### src/rtl/cwg_pkg.sv
package cwg_pkg;
  localparam int unsigned OFF_TIME  = 'h00;
  localparam int unsigned OFF_DATE  = 'h04;
  localparam int unsigned OFF_STAT  = 'h0C;
  localparam int unsigned OFF_PRESC = 'h10;
  localparam int unsigned OFF_CTRL  = 'h18;
  localparam int unsigned OFF_KEY   = 'h24;

  localparam logic [7:0] KEY_FIRST  = 8'hCA;
  localparam logic [7:0] KEY_SECOND = 8'h53;

  localparam int BIT_SYNCED = 5;
  localparam int BIT_READY  = 6;
  localparam int BIT_INIT   = 7;
  localparam int BIT_BYPASS = 5;

  typedef enum logic [1:0] {
    LK_SHUT = 2'd0,
    LK_HALF = 2'd1,
    LK_OPEN = 2'd2
  } lock_e;
endpackage

### src/rtl/cwg_key_gate.sv
module cwg_key_gate
  import cwg_pkg::*;
(
  input  logic       clk_i,
  input  logic       rst_ni,
  input  logic       key_we_i,
  input  logic [7:0] key_i,
  output logic       unlocked_o
);
  lock_e state_q, state_d;

  always_comb begin
    state_d = state_q;
    if (key_we_i) begin
      unique case (state_q)
        LK_SHUT: state_d = (key_i == KEY_FIRST)  ? LK_HALF : LK_SHUT;
        LK_HALF: state_d = (key_i == KEY_SECOND) ? LK_OPEN : LK_SHUT;
        default: state_d = LK_SHUT;
      endcase
    end
  end

  always_ff @(posedge clk_i or negedge rst_ni) begin
    if (!rst_ni) state_q <= LK_SHUT;
    else         state_q <= state_d;
  end

  assign unlocked_o = (state_q == LK_OPEN);
endmodule

### src/rtl/cwg_init_sync.sv
module cwg_init_sync #(
  parameter int SYNC_STAGES = 2
) (
  input  logic clk_i,
  input  logic rst_ni,
  input  logic req_i,
  output logic ready_o
);
  logic [SYNC_STAGES-1:0] stg_q;

  for (genvar i = 0; i < SYNC_STAGES; i++) begin : g_stage
    always_ff @(posedge clk_i or negedge rst_ni) begin
      if (!rst_ni) stg_q[i] <= 1'b0;
      else if (i == 0) stg_q[i] <= req_i;
      else stg_q[i] <= req_i & stg_q[(i == 0) ? 0 : i-1];
    end
  end

  // dropping the request drops ready at once
  assign ready_o = req_i & stg_q[SYNC_STAGES-1];
endmodule

### src/rtl/cwg_shadow_bank.sv
module cwg_shadow_bank #(
  parameter int DATA_W = 32
) (
  input  logic              clk_i,
  input  logic              rst_ni,
  input  logic              tick_i,
  input  logic              hold_i,
  input  logic              synced_clr_i,
  input  logic [DATA_W-1:0] live_time_i,
  input  logic [DATA_W-1:0] live_date_i,
  output logic [DATA_W-1:0] shadow_time_o,
  output logic [DATA_W-1:0] shadow_date_o,
  output logic              synced_o
);
  logic refresh;
  assign refresh = tick_i & ~hold_i;

  always_ff @(posedge clk_i or negedge rst_ni) begin
    if (!rst_ni) begin
      shadow_time_o <= '0;
      shadow_date_o <= '0;
    end else if (refresh) begin
      shadow_time_o <= live_time_i;
      shadow_date_o <= live_date_i;
    end
  end

  // set has priority over software clear
  always_ff @(posedge clk_i or negedge rst_ni) begin
    if (!rst_ni)           synced_o <= 1'b0;
    else if (refresh)      synced_o <= 1'b1;
    else if (synced_clr_i) synced_o <= 1'b0;
  end
endmodule

### src/rtl/calendar_write_guard.sv
module calendar_write_guard
  import cwg_pkg::*;
#(
  parameter int                  ADDR_W      = 8,
  parameter int                  DATA_W      = 32,
  parameter int                  PRESC_W     = 23,
  parameter int                  CTRL_W      = 8,
  parameter int                  SYNC_STAGES = 2,
  parameter logic [PRESC_W-1:0]  PRESC_RST   = 'h7F00FF
) (
  input  logic               clk_i,
  input  logic               rst_ni,
  input  logic               bus_we_i,
  input  logic [ADDR_W-1:0]  bus_addr_i,
  input  logic [DATA_W-1:0]  bus_wdata_i,
  output logic [DATA_W-1:0]  bus_rdata_o,
  input  logic [DATA_W-1:0]  live_time_i,
  input  logic [DATA_W-1:0]  live_date_i,
  input  logic               shadow_tick_i,
  output logic               freeze_o,
  output logic               time_load_o,
  output logic               date_load_o,
  output logic [DATA_W-1:0]  load_data_o,
  output logic [PRESC_W-1:0] prescaler_o,
  output logic               bypass_o
);
  localparam logic [ADDR_W-1:0] A_TIME  = ADDR_W'(OFF_TIME);
  localparam logic [ADDR_W-1:0] A_DATE  = ADDR_W'(OFF_DATE);
  localparam logic [ADDR_W-1:0] A_STAT  = ADDR_W'(OFF_STAT);
  localparam logic [ADDR_W-1:0] A_PRESC = ADDR_W'(OFF_PRESC);
  localparam logic [ADDR_W-1:0] A_CTRL  = ADDR_W'(OFF_CTRL);
  localparam logic [ADDR_W-1:0] A_KEY   = ADDR_W'(OFF_KEY);

  logic sel_time, sel_date, sel_stat, sel_presc, sel_ctrl, sel_key;
  logic unlocked, ready, load_ok, synced, synced_clr;
  logic init_req_q;
  logic [CTRL_W-1:0] ctrl_q;
  logic [DATA_W-1:0] shadow_time, shadow_date;

  assign sel_time  = bus_we_i && (bus_addr_i == A_TIME);
  assign sel_date  = bus_we_i && (bus_addr_i == A_DATE);
  assign sel_stat  = bus_we_i && (bus_addr_i == A_STAT);
  assign sel_presc = bus_we_i && (bus_addr_i == A_PRESC);
  assign sel_ctrl  = bus_we_i && (bus_addr_i == A_CTRL);
  assign sel_key   = bus_we_i && (bus_addr_i == A_KEY);

  cwg_key_gate u_key (
    .clk_i      (clk_i),
    .rst_ni     (rst_ni),
    .key_we_i   (sel_key),
    .key_i      (bus_wdata_i[7:0]),
    .unlocked_o (unlocked)
  );

  always_ff @(posedge clk_i or negedge rst_ni) begin
    if (!rst_ni)                  init_req_q <= 1'b0;
    else if (sel_stat && unlocked) init_req_q <= bus_wdata_i[BIT_INIT];
  end

  cwg_init_sync #(.SYNC_STAGES(SYNC_STAGES)) u_sync (
    .clk_i   (clk_i),
    .rst_ni  (rst_ni),
    .req_i   (init_req_q),
    .ready_o (ready)
  );

  assign synced_clr = sel_stat && !bus_wdata_i[BIT_SYNCED];

  cwg_shadow_bank #(.DATA_W(DATA_W)) u_shadow (
    .clk_i         (clk_i),
    .rst_ni        (rst_ni),
    .tick_i        (shadow_tick_i),
    .hold_i        (ready),
    .synced_clr_i  (synced_clr),
    .live_time_i   (live_time_i),
    .live_date_i   (live_date_i),
    .shadow_time_o (shadow_time),
    .shadow_date_o (shadow_date),
    .synced_o      (synced)
  );

  assign load_ok = unlocked && ready;

  always_ff @(posedge clk_i or negedge rst_ni) begin
    if (!rst_ni) begin
      time_load_o <= 1'b0;
      date_load_o <= 1'b0;
      load_data_o <= '0;
    end else begin
      time_load_o <= sel_time && load_ok;
      date_load_o <= sel_date && load_ok;
      if ((sel_time || sel_date) && load_ok) load_data_o <= bus_wdata_i;
    end
  end

  always_ff @(posedge clk_i or negedge rst_ni) begin
    if (!rst_ni)                 prescaler_o <= PRESC_RST;
    else if (sel_presc && load_ok) prescaler_o <= bus_wdata_i[PRESC_W-1:0];
  end

  always_ff @(posedge clk_i or negedge rst_ni) begin
    if (!rst_ni)                   ctrl_q <= '0;
    else if (sel_ctrl && unlocked) ctrl_q <= bus_wdata_i[CTRL_W-1:0];
  end

  assign bypass_o = ctrl_q[BIT_BYPASS];
  assign freeze_o = ready;

  always_comb begin
    bus_rdata_o = '0;
    unique case (bus_addr_i)
      A_TIME:  bus_rdata_o = bypass_o ? live_time_i : shadow_time;
      A_DATE:  bus_rdata_o = bypass_o ? live_date_i : shadow_date;
      A_STAT: begin
        bus_rdata_o[BIT_INIT]   = init_req_q;
        bus_rdata_o[BIT_READY]  = ready;
        bus_rdata_o[BIT_SYNCED] = synced;
      end
      A_PRESC: bus_rdata_o = DATA_W'(prescaler_o);
      A_CTRL:  bus_rdata_o = DATA_W'(ctrl_q);
      default: bus_rdata_o = '0;
    endcase
  end
endmodule

### config.mk
export PLATFORM = sky130hd
export DESIGN_NAME = calendar_write_guard
export DESIGN_NICKNAME = d
export VERILOG_FILES = /design/src/rtl/cwg_pkg.sv /design/src/rtl/cwg_key_gate.sv /design/src/rtl/cwg_init_sync.sv /design/src/rtl/cwg_shadow_bank.sv /design/src/rtl/calendar_write_guard.sv
export SDC_FILE = /design/constraint.sdc
export NUM_CORES = 1
export LEC_CHECK = 0
export ABC_AREA = 0
export CORE_ASPECT_RATIO = 1.25
export CORE_UTILIZATION = 47
export CTS_CLUSTER_DIAMETER = 200
export DETAILED_ROUTE_END_ITERATION = 10
export PLACE_DENSITY = 0.82
export SLEW_MARGIN = 25
export SYNTH_ARGS = -nofsm -noshare
export SYNTH_HDL_FRONTEND = slang
export SYNTH_SLANG_ARGS = --single-unit
### constraint.sdc
create_clock -name clk_i -period 2 [get_ports clk_i]
set_input_delay 0.3 -clock clk_i [delete_from_list [all_inputs] [get_ports clk_i]]
set_output_delay 0.3 -clock clk_i [all_outputs]
set_load 0.005 [all_outputs]
-- After elaboration in Yosys (flattened, before gate mapping)
Cells that the tools add are included.
- flip-flop bits (word level): 135
- latch bits: 0
- bits in writable memories: 0
- ROM bits: 0
- logic and storage cells: 54
- memories: 0
- add/sub/neg operators: 0
- multipliers: 0
- div/mod/pow operators: 0
- magnitude comparators: 0
- eq/ne operators: 9
- shift-type cells: 0
- multiplexer cells: 10
- bitwise gates (word level): 4
- reduce and logical (&&, ||, !) cells: 19
- operators with widths (operator ; count):
    24-bit one-hot mux with 3 select lines ; 1
    32-bit 2-to-1 mux ; 2
    5-bit one-hot mux with 4 select lines ; 1
    8-bit by 5-bit == test with 1-bit output, second input constant ; 2
    3-bit one-hot mux with 5 select lines ; 1
    1-bit logical AND ; 14
    8-bit by 3-bit == test with 1-bit output, second input constant ; 1
    8-bit by 4-bit == test with 1-bit output, second input constant ; 1
    8-bit by 6-bit == test with 1-bit output, second input constant ; 1
    8-bit by 7-bit == test with 1-bit output, second input constant ; 1
    8-bit == test, second input constant ; 1
    8-bit zero test ; 1
    2-bit one-hot mux with 2 select lines ; 1
    1-bit AND ; 3
    1-bit 2-to-1 mux ; 3
    2-bit by 1-bit == test with 1-bit output, second input constant ; 1
    2-bit == test, second input constant ; 1
    2-bit zero test ; 1
    2-bit 2-to-1 mux ; 1
    2-bit nonzero test ; 1
    1-bit zero test ; 1
    1-bit logical OR ; 1
    1-bit inverter ; 1

-- Longest topological paths before layout
- depth in word-level cells: 5
- depth in mapped cells: 5
- depth with buffers taken out: 3

-- Modules after synthesis
From an unflattened synthesis, not the netlist that was laid out.
- cells, all modules: 485
- area total of the unflattened synthesis: 6700.2 um^2
- by module, submodules not included (module ; instances ; cells each ; area an instance (um^2)):
    calendar_write_guard ; 1 ; 330 ; 3834.9
    cwg_shadow_bank ; 1 ; 139 ; 2683.8
    cwg_key_gate ; 1 ; 12 ; 118.9
    cwg_init_sync ; 1 ; 4 ; 62.6

-- Least setup slack after synthesis
OpenSTA, ideal clock, no wires.
- path type: in2reg
- start point: input port bus_addr_i[3]
- end point: register prescaler_o[10]
- setup time: 0.125 ns
- arrival time: 1.887 ns
- required time: 1.875 ns
- setup slack: -0.012 ns
- cell stages on the path: 5
- buffers on the path: 2
- cell sequence: or4_1 > buf_2 > nor4_4 > buf_6 > mux2_2
- longest elaborated chain between the ends: 3
- RTL lines (what ; RTL line ; text):
    from (decl) ; calendar_write_guard.sv:14 ; input logic [ADDR_W-1:0] bus_addr_i,
    8-bit by 5-bit == test with 1-bit output ; calendar_write_guard.sv:43 ; assign sel_presc = bus_we_i && (bus_addr_i == A_PRESC);
    1-bit logical AND ; calendar_write_guard.sv:43 ;
    1-bit logical AND ; calendar_write_guard.sv:98 ; else if (sel_presc && load_ok) prescaler_o <= bus_wdata_i[PRESC_W-1:0];
    to (signal assigned) ; calendar_write_guard.sv:98 ;
    to (decl) ; calendar_write_guard.sv:24 ; output logic [PRESC_W-1:0] prescaler_o,
No other way between the ends.
A chain may end at the register's enable or synchronous reset.

-- Worst setup path after layout
- start point: register ctrl_q[5]
- end point: output port bus_rdata_o[15]
- longest elaborated chain between the ends: 2
- elaborated cells on any way between the ends: 3
- those cells by class: 3 x mux
- RTL lines (what ; RTL line ; text):
    from (decl) ; calendar_write_guard.sv:37 ; logic [CTRL_W-1:0] ctrl_q;
    from (signal assigned) ; calendar_write_guard.sv:103 ; else if (sel_ctrl && unlocked) ctrl_q <= bus_wdata_i[CTRL_W-1:0];
    32-bit 2-to-1 mux (on tied branches) ; calendar_write_guard.sv:113, calendar_write_guard.sv:112 ;
    24-bit one-hot mux with 3 select lines (*) ; calendar_write_guard.sv:111 ; unique case (bus_addr_i)
    to (decl) ; calendar_write_guard.sv:16 ; output logic [DATA_W-1:0] bus_rdata_o,
Every way passes the cells marked *; elsewhere a longest branch is shown, timed or not.

==> metrics.yaml <==
totalNegativeSetupSlack_ns: -6.888
vias_in_the_first_global_route: 5766
global_route.overflow_total: 0
drt_wl_total_um: 20540
worst_slack_after_detailed_placement_ns: -0.8589
seqCellArea_mm2: 0.003401
cp_slowest_cell: "sky130_fd_sc_hd__dfrtp_4"
die_w_um: 107.1
antenna_nets_post_route: 0
synth_edf_count: 0
crit_type: "reg2out"
p_leak_nw: 4.416
start_util_pct: 48.65
timing.final.crit_share_pct: 114.6
p_per_area_mw_per_mm2: 680.5
transition_time_of_the_tightest_slew_check_pin_ns: 0.6073
critPathCaptureType: "output pin"
root_buffer: "sky130_fd_sc_hd__clkbuf_16"
post-dp-hpwl_um: 13480
timing.hold.worst.class: "in2async"
synth_top_cell_by_area: "sky130_fd_sc_hd__dfrtp_1"
rows: 47
post-route-util_pct: 77.38
cp_num_buf_inv: 3
yosysTopAreaCellShare_pct: 46.23
synth_cell_types: 41
critPathLaunchType: "register"
final.setup.worst_slack_ns: -0.2916
yosysSeqAreaShare_pct: 52.30
worst_skew_pair.late_latency_ns: 0.42
ys.flop_type: "sky130_fd_sc_hd__dfrtp_1"
clockBufferDepth: 2
synth_area_leaders: "sky130_fd_sc_hd__dfrtp_1 46%, sky130_fd_sc_hd__mux2_2 25%, sky130_fd_sc_hd__mux2i_1 7.6%, sky130_fd_sc_hd__dfstp_2 6.1%, sky130_fd_sc_hd__o22ai_1 2.5%"
dp.cells: 863
worstPathMaxFanout: 8
result_of_the_run: "finished with violations"
final_setup_viols: 32
filler_cell_count: 774
clock_tree_from_tritoncts: "yes"
crit_required_ns: 1.70
finalMaxSlewViolations: 0
pin_count: 199
period_needed_ns: 2.292
grt_setup_unrepaired: "yes"
synth_top_cells_by_count: "142 x sky130_fd_sc_hd__mux2_2, 120 x sky130_fd_sc_hd__dfrtp_1, 49 x sky130_fd_sc_hd__mux2i_1, 26 x sky130_fd_sc_hd__o22ai_1, 16 x sky130_fd_sc_hd__a22oi_1"
detail_route.iter0.violations: 240
max-cap-violations: 0
fp.coreArea_mm2: 0.01335
h_tree_levels: 4
finalWeightedCongestion: 0.8898
path_delay_family: "flip-flops"
grt_antenna_before_repair: 0
synth_seq_cells: 135
final_hold_viols: 0
synth-warning-count: 0
avgViaCountPerCell: 5.685
synth.most_common_cell: "sky130_fd_sc_hd__mux2_2"
ir_drop_uv: 522.7
fin_nets: 854
drcViolationCount: 0
combined_area_of_the_multi_input_logic_cells_mm2: 0.003356
syn-num-nets: 578
drt_pre_antenna_iters: 5
crit_chain: "buf_4 > buf_12 > mux2i_2 > o22ai_1 > a22o_1 > buf_2"
worstPathArrival_ns: 1.99
detail_route.wl_per_cell_um: 22.09
post_synth_instance_area_mm2: 0.006495
finalNonFillerCells: 930
netlist_instances: 470
pin_count_of_the_biggest_net_entering_global_routing: 66
failed_checks: "setup timing"
clock-sinks: 135
route.vias.total: 5287
fmax_mhz: 436.4
clk_transition_reported_paths_ns: 0.07
holdWs_ns: 0.4547
syn2layout_area_growth_pct: 59.04
synth-async-reset-ratio_pct: 100.0
final_clock_skew_ns: 0.01298
worst_slew_margin_rel_pct: 59.51
grt.total_usage_pct: 29.19
tritoncts.num_buffers: 17
critical_path.max_stage_delay_ns: 0.56
die_area_mm2: 0.01430
final_layout_size_suffix_gt1_share_pct: 48.88
fp.dieH_um: 133.4
buffer_ports.inserted: 198
antenna-diode-count: 0
synth.avg_cell_area_um2: 13.82
grt_first_pass_wirelength_um: 31250
[path summary, 6_finish.rpt]
path                                  start               to  slack (ns)  depth (start not counted)
setup / recovery                  ctrl_q[5]  bus_rdata_o[15]       -0.29                          6
hold / removal                       rst_ni   load_data_o[1]        0.45                          2
setup reg to reg           u_key.state_q[0]  prescaler_o[10]        0.09                          5
hold reg to reg             u_sync.stg_q[0]  u_sync.stg_q[1]        0.47                          1
max in group asynchronous            rst_ni  prescaler_o[20]        0.87                          3
min in group clk_i          u_sync.stg_q[0]  u_sync.stg_q[1]        0.47                          1
[kinds of logic after synthesis]
family	count (synthesis)	synth area share (%)
compound gates	58	6.454
simple gates	49	5.856
buf+inv	33	2.524
flops	135	52.30
mux	195	32.86
[final cells by class]
class	count	area share, %
flip-flops and latches	135	32.92
well taps	171	2.071
repair buffers	288	26.87
clock inverters	14	1.332
clock buffers	18	4.251
multi-input cells	302	32.49
inverters	2	0.07267
[layout by cell type, fill, tap and decap left out, drive strengths merged, types with 5 or more instances in the layout]
master           n
a22oi           16
buf            115
clkbuf          21
clkdlybuf4s15    5
clkdlybuf4s50  156
dfrtp          120
dfstp           15
dlygate4sd2      6
inv              9
mux2           146
mux2i           49
o22ai           26
[repair_timing]
action                                  in CTS  in global routing
endpoints found under the setup margin      88                 66
pin swaps                                   38                 11
endpoints found under the hold margin       48                  0
buffers inserted                            19                  9
hold buffers                                 1                  0
resized for setup                          224                 24
cloned                                       6                  1
[flip-flops by register name (all words and copies together), names as in the netlist, 2 cells and up]
name	cells
load_data_o	32
u_shadow.shadow_date_o	32
u_shadow.shadow_time_o	32
prescaler_o	23
ctrl_q	8
u_key.state_q	2
u_sync.stg_q	2
[metrics by stage]
step / total power [mW] / instance area [um^2]
detailed placement: 3.803 / 9056
finish: 7.029 / 10330
CTS: 6.998 / 10190
global route: 7.278 / 10330
global placement: 3.774 / 9056
floorplan: 3.332 / 6495
[per-layer routing]
metal / vias to the layer above / GRT usage (%) / routed length [um]
met3: 52 / 5.724 / 893
met5: - / 0 / 0
met1: 2689 / 33.71 / 7994
met4: 0 / 13.17 / 706
li1: 2356 / - / -
met2: 190 / 51.86 / 10950
[report_power, final]
group	internal, mW	switching, mW
clock	1.77	1.29
sequential	2.88	0.0974
combinational	0.602	0.392
Note: power is estimated with default switching activity, not from simulation.
